File: config.mk
export PLATFORM = sky130hd
export DESIGN_NAME = late_result_interlock
export DESIGN_NICKNAME = d
export VERILOG_FILES = /design/src/rtl/late_result_interlock.sv
export SDC_FILE = /design/constraint.sdc
export NUM_CORES = 1
export LEC_CHECK = 0
export ABC_AREA = 0
export BUFFER_PORTS_ARGS = -buffer_cell sky130_fd_sc_hd__buf_2
export CAP_MARGIN = 30
export CORE_MARGIN = 2
export CORE_UTILIZATION = 41
export CTS_CLUSTER_SIZE = 8
export DETAILED_ROUTE_END_ITERATION = 10
export GPL_TIMING_DRIVEN = 0
export SLEW_MARGIN = 25
export SYNTH_ARGS = -nofsm -noshare
export SYNTH_HDL_FRONTEND = slang
export SYNTH_SLANG_ARGS = --single-unit
File: constraint.sdc
create_clock -name clk -period 4.3 [get_ports clk]
set_clock_uncertainty 0.2 [all_clocks]
set_input_delay 0.86 -clock clk [delete_from_list [all_inputs] [get_ports clk]]
set_output_delay 0.86 -clock clk [all_outputs]
set_load 0.005 [all_outputs]
File: src/rtl/late_result_interlock.sv
module late_result_interlock #(
  parameter int NREG = 32,
  localparam int IW = $clog2(NREG)
) (
  input  logic          clk,
  input  logic          rst_n,
  input  logic          flush,
  input  logic          dc_fwd_en,
  input  logic          id_vld,
  input  logic [IW-1:0] id_rs1,
  input  logic          id_rs1_use,
  input  logic [IW-1:0] id_rs2,
  input  logic          id_rs2_use,
  input  logic [IW-1:0] id_rd,
  input  logic          id_late,
  input  logic          dc_late_vld,
  input  logic [IW-1:0] dc_rd,
  input  logic          wb_late_vld,
  input  logic [IW-1:0] wb_rd,
  output logic          if_hold,
  output logic          id_hold,
  output logic          ex_bubble
);

  localparam logic [NREG-1:0] ONE  = NREG'(1);
  localparam logic [NREG-1:0] KEEP = ~ONE;

  logic [NREG-1:0] busy, set_vec, clr_vec, busy_d;
  logic            rel_vld, hit, issue_late;
  logic [IW-1:0]   rel_idx;

  assign rel_vld = dc_fwd_en ? dc_late_vld : wb_late_vld;
  assign rel_idx = dc_fwd_en ? dc_rd : wb_rd;

  assign hit = (id_rs1_use & busy[id_rs1]) | (id_rs2_use & busy[id_rs2]);
  assign id_hold   = id_vld & ~flush & hit;
  assign if_hold   = id_hold;
  assign ex_bubble = id_hold;

  assign issue_late = id_vld & id_late & ~id_hold & ~flush;
  assign set_vec = issue_late ? (ONE << id_rd) : '0;
  assign clr_vec = rel_vld ? (ONE << rel_idx) : '0;
  assign busy_d  = flush ? '0 : (((busy & ~clr_vec) | set_vec) & KEEP);

  always_ff @(posedge clk) begin
    if (!rst_n) busy <= '0;
    else        busy <= busy_d;
  end

endmodule


* Word level (Yosys, flattened, before mapping)
Cells that the tools add are included. Widths: inputs -> output; s select.
Storage, ports and cells: flip-flop bits (word level) 32, latch bits 0, memory bits (writable) 0, memory bits (read-only) 0, logic and storage cells 29, memories 0
Cells by class: add/subtract/negate cells 0, $mul 0, div/mod/pow operators 0, magnitude comparators 2, equality and inequality tests 0, shift operators 2, muxes and demuxes 8, bitwise operators 14, reduce and logical (&&, ||, !) cells 1
Operator list (number):
- $mux 32 | 2
- $shl 1x5->32 const A | 2
- $and 32x32->32 | 1
- $not 32->32 | 1
- $or 32x32->32 | 1
- $lt 5x6->1 const B | 2
- $bmux 1 s5 | 2
- $and 1x1->1 | 7
- $mux 5 | 1
- $mux 1 | 3
- $not 1->1 | 3
- $reduce_or 2->1 | 1
- $or 1x1->1 | 1

* Longest topological paths before layout
depth in word-level cells 10, mapped depth 9

* Worst setup path before layout
No wires, ideal clock.
path kind input to output, start input id_rs1[0], end output id_hold, arrival 2.641 ns, setup slack 0.599 ns, stages on the path 8, buffers on the path 3, path through clkbuf_1 mux4_2 nor2b_1 a211oi_1 o311a_4 buf_6 o211a_1 buf_4
Between the ends: longest elaborated chain between the ends 5
Ends and longest elaborated chain:
- start, declared | line 10 | input logic [IW-1:0] id_rs1,
- $bmux 1 s5 | line 35 | assign hit = (id_rs1_use & busy[id_rs1]) | (id_rs2_use & busy[id_rs2]);
- $mux 1 (not written as such) | line 35
- $and 1x1->1 | line 35
- $or 1x1->1 | line 35
- $and 1x1->1 | line 36 | assign id_hold = id_vld & ~flush & hit;
- end, declared | line 21 | output logic id_hold,
No other way between the ends. The select of a mux whose other input is x is not followed.

* Final worst setup path
start input id_rs2[2], end output if_hold
Between the ends: longest elaborated chain between the ends 5
Ends and longest elaborated chain:
- start, declared | line 12 | input logic [IW-1:0] id_rs2,
- $bmux 1 s5 | line 35
- $mux 1 (not written as such) | line 35
- $and 1x1->1 | line 35
- $or 1x1->1 | line 35
- $and 1x1->1 | line 36
- end, declared | line 20 | output logic if_hold,
No other way between the ends. The select of a mux whose other input is x is not followed.

==> results by group <==
Setup path
  – CP required: 3.24 ns
  – Worst R2R Setup Slack: 2.01 ns
  – WP buf/inv: 5
  – Reg-to-Reg End: busy[24]
  – CP Capture Type: output pin
  – Most frequent cell on the critical path: buf_4
  – Crit Path Max Fanout: 10
  – Cell family with most CP delay: buffers and inverters
  – WP data arrival: 2.94 ns
  – Worst setup path class: in2out
  – Worst-case reg-to-reg path depth: 7
  – Slowest-stage cell, CP: clkbuf_1
  – Worst path cell trace: clkbuf_1 -> mux4_2 -> a21boi_1 -> nand4_1 -> and4_1 -> clkbuf_2 -> buf_4 -> o211a_1 -> buf_4 -> buf_2
  – Slowest stage delay, CP: 0.38 ns
  – Worst r2r src: busy[22]
  – Startpoint types: primary input

Detailed routing
  – Avg Vias per Cell: 6.33
  – DRT iter0 DRCs: 143
  – 1st-pass router iterations: 4
  – Routed wl met2: 2990 um
  – Wire per inst: 20.3 um
  – Vias: 2,082
  – Post-route ant nets: 0
  – DRC viols: 0
  – Met1 wire length: 3190 um
  – Max Used Layer: met4
  – Final WL: 6670 um
  – WL met3: 385 um

STA
  – Slew Limit Fails: 0
  – Final worst-path cycle share: 0.931
  – Slew HR: 0.516
  – Endpoints failing setup: 0
  – Worst slew pin tran: 0.725 ns
  – Min Hold Slack: 0.332 ns
  – Minimum clock period: 4.00 ns
  – Fin. Hold Viols: 0
  – Max Clock Freq: 250 MHz
  – Total negative slack: 0 ns
  – RSZ-0062 raised after global routing: no

Job
  – Max_cap viols: 0

Floorplan
  – Die W: 78.9 um
  – Die area: 6220 sq um
  – Total core area: 5470 sq um
  – Std cell rows: 27
  – Starting density of the core: 0.420
  – Ports: 38
  – Die Ht: 78.9 um

Yosys
  – Synth top area share: 0.270
  – Mapped Nets: 257
  – Synth warnings: 0
  – Cells after Synth: 222
  – Library cells used by synthesis: 43
  – Seq cells post-synth: 31
  – Sequential fraction of the synthesis area: 0.270
  – Synth Flop Type: dfxtp_1
  – Most area-hungry cell type in the Yosys netlist: dfxtp_1
  – Synth Area per Inst: 10.4 sq um
  – Synthesized cell area: 2300 sq um
  – Post-synth EDFFs: 0
  – Async set or reset register ratio after synthesis: 0
  – Cells taking the most area after synthesis: dfxtp_1 (27%), o41ai_2 (13%), mux4_2 (11%)
  – Post-synth top cells: dfxtp_1 (31), o211ai_1 (31), nand2_1 (20)

Clock network
  – Hold buffer count at cts: 0
  – Post-CTS Setup Repair Bufs: 0
  – Number of CTS-inserted buffers: 5
  – Post-cts gate resize count: 0
  – Num Clock Sinks: 31
  – Clock transition at the registers of the reported paths: 0.06 ns
  – CTS tree: yes
  – CTS Buffer Depth: 2
  – Clock Tree Root: clkbuf_8
  – Skew-Pair Late Insertion Delay: 0.29 ns
  – H-tree levels: 2

Pwr
  – Internal: 0.455 mW
  – Pwr Density: 244 nW/um^2
  – Reg power frac: 0.452
  – Comb pwr share: 0.181
  – Sw frac: 0.287
  – Switching power of the nets: 0.183 mW
  – Leakage: 0.993 nW
  – Clock power share: 0.367
  – Tot Pwr: 0.638 mW
  – VDD IR max: 0.102 mV

Final layout
  – Fraction of layout cells with a size suffix above 1: 0.323
  – Fin area: 2620 sq um
  – Synth-to-Final Area Change: 13.8%
  – Area of the multi-input gates: 1500 sq um
  – Register Area: 621 sq um
  – Fin util: 0.478
  – Number of flip-flops in the largest register: 31
  – Ant. Diodes: 0
  – Reg with most FFs: busy
  – Layout fillers: 548
  – # nets final: 292
  – Leading registers by flop count: busy (31)

GRT
  – Total gr overflow: 0
  – Largest net degree at the start of global routing: 11
  – Initial antenna violation count: 0
  – Vias in the first global route: 2,086
  – First-pass GRT wire length: 10,900 um
  – Gr usage total: 0.229

Place
  – Port bufs: 28
  – Placer Congestion: 0.860
  – Final HPWL DP: 5210 um
  – Placed cell areas: 2530 sq um

Worst hold path
  – Hold Startpoint: busy[23]
  – Hold Path Stages: 2
  – Worst hold path class: reg2reg
  – Worst Hold End: busy[23]

Outcome
  – Status: complete, no violations
==> final cells by class <==
type / count / share of cell area
well taps: 72 / 0.0344
clock inverters: 1 / 0.00191
clock buffers: 6 / 0.0315
inverters: 5 / 0.00717
plain buffers: 25 / 0.0607
flip-flops and latches: 31 / 0.237
multi-input cells: 161 / 0.574
repair buffers: 28 / 0.0535
==> cell families after synthesis <==
logic type,share of synthesized area
and+or+nand+nor,0.131
AOI/OAI and AO/OA,0.355
buffers and inverters,0.0773
DFF,0.270
muxes,0.167
==> layer usage <==
metal | GRT usage | up-vias
met5 | 0 | -
met4 | 0.0655 | 0
met3 | 0.0364 | 10
met2 | 0.367 | 80
met1 | 0.320 | 1003
li1 | - | 989
==> metrics by stage <==
step,setup slack (ns),cells
3_3_place_gp,0.352,322
6_report,0.298,329
3_5_place_dp,0.318,322
2_1_floorplan,0.599,222
5_1_grt,0.170,329
4_1_cts,0.300,329
==> placed cells by master, fill, tap and decap left out, drive strengths merged, types with 2 or more instances in the layout <==
master / n
a22oi: 2
a32o: 2
buf: 42
clkbuf: 17
dfxtp: 31
inv: 5
mux2: 3
mux2i: 5
mux4: 13
nand2: 20
nand2b: 4
nand3: 8
nand3b: 3
nand4: 3
nor2: 8
nor2b: 8
o211ai: 31
o41ai: 31
==> worst max-delay path by stage <==
stage	cells past startpoint	startpoint	endpoint
5_1_grt	10	id_rs2[2]	if_hold
2_1_floorplan	8	id_rs1[0]	id_hold
3_5_place_dp	10	id_rs2[2]	if_hold
4_1_cts	10	id_rs2[2]	if_hold
3_3_place_gp	9	id_rs1[2]	if_hold
6_report	10	id_rs2[2]	if_hold
==> power by group through the flow <==
stage                     Combinational [mW]  Sequential (mW)  Clock (mW)
after floorplan                       0.0759            0.294           0
after global placement                 0.114            0.295           0
after detailed placement               0.115            0.295           0
after CTS                              0.115            0.288       0.233
after global routing                   0.126            0.288       0.244
final                                  0.115            0.288       0.234
==> worst min-delay path: stages, from the launching register on <==
cell,delay [ns]
dfxtp_1,0.32
o211ai_1,0.09
o41ai_1,0.07
Note: power is estimated with default switching activity, not from simulation.
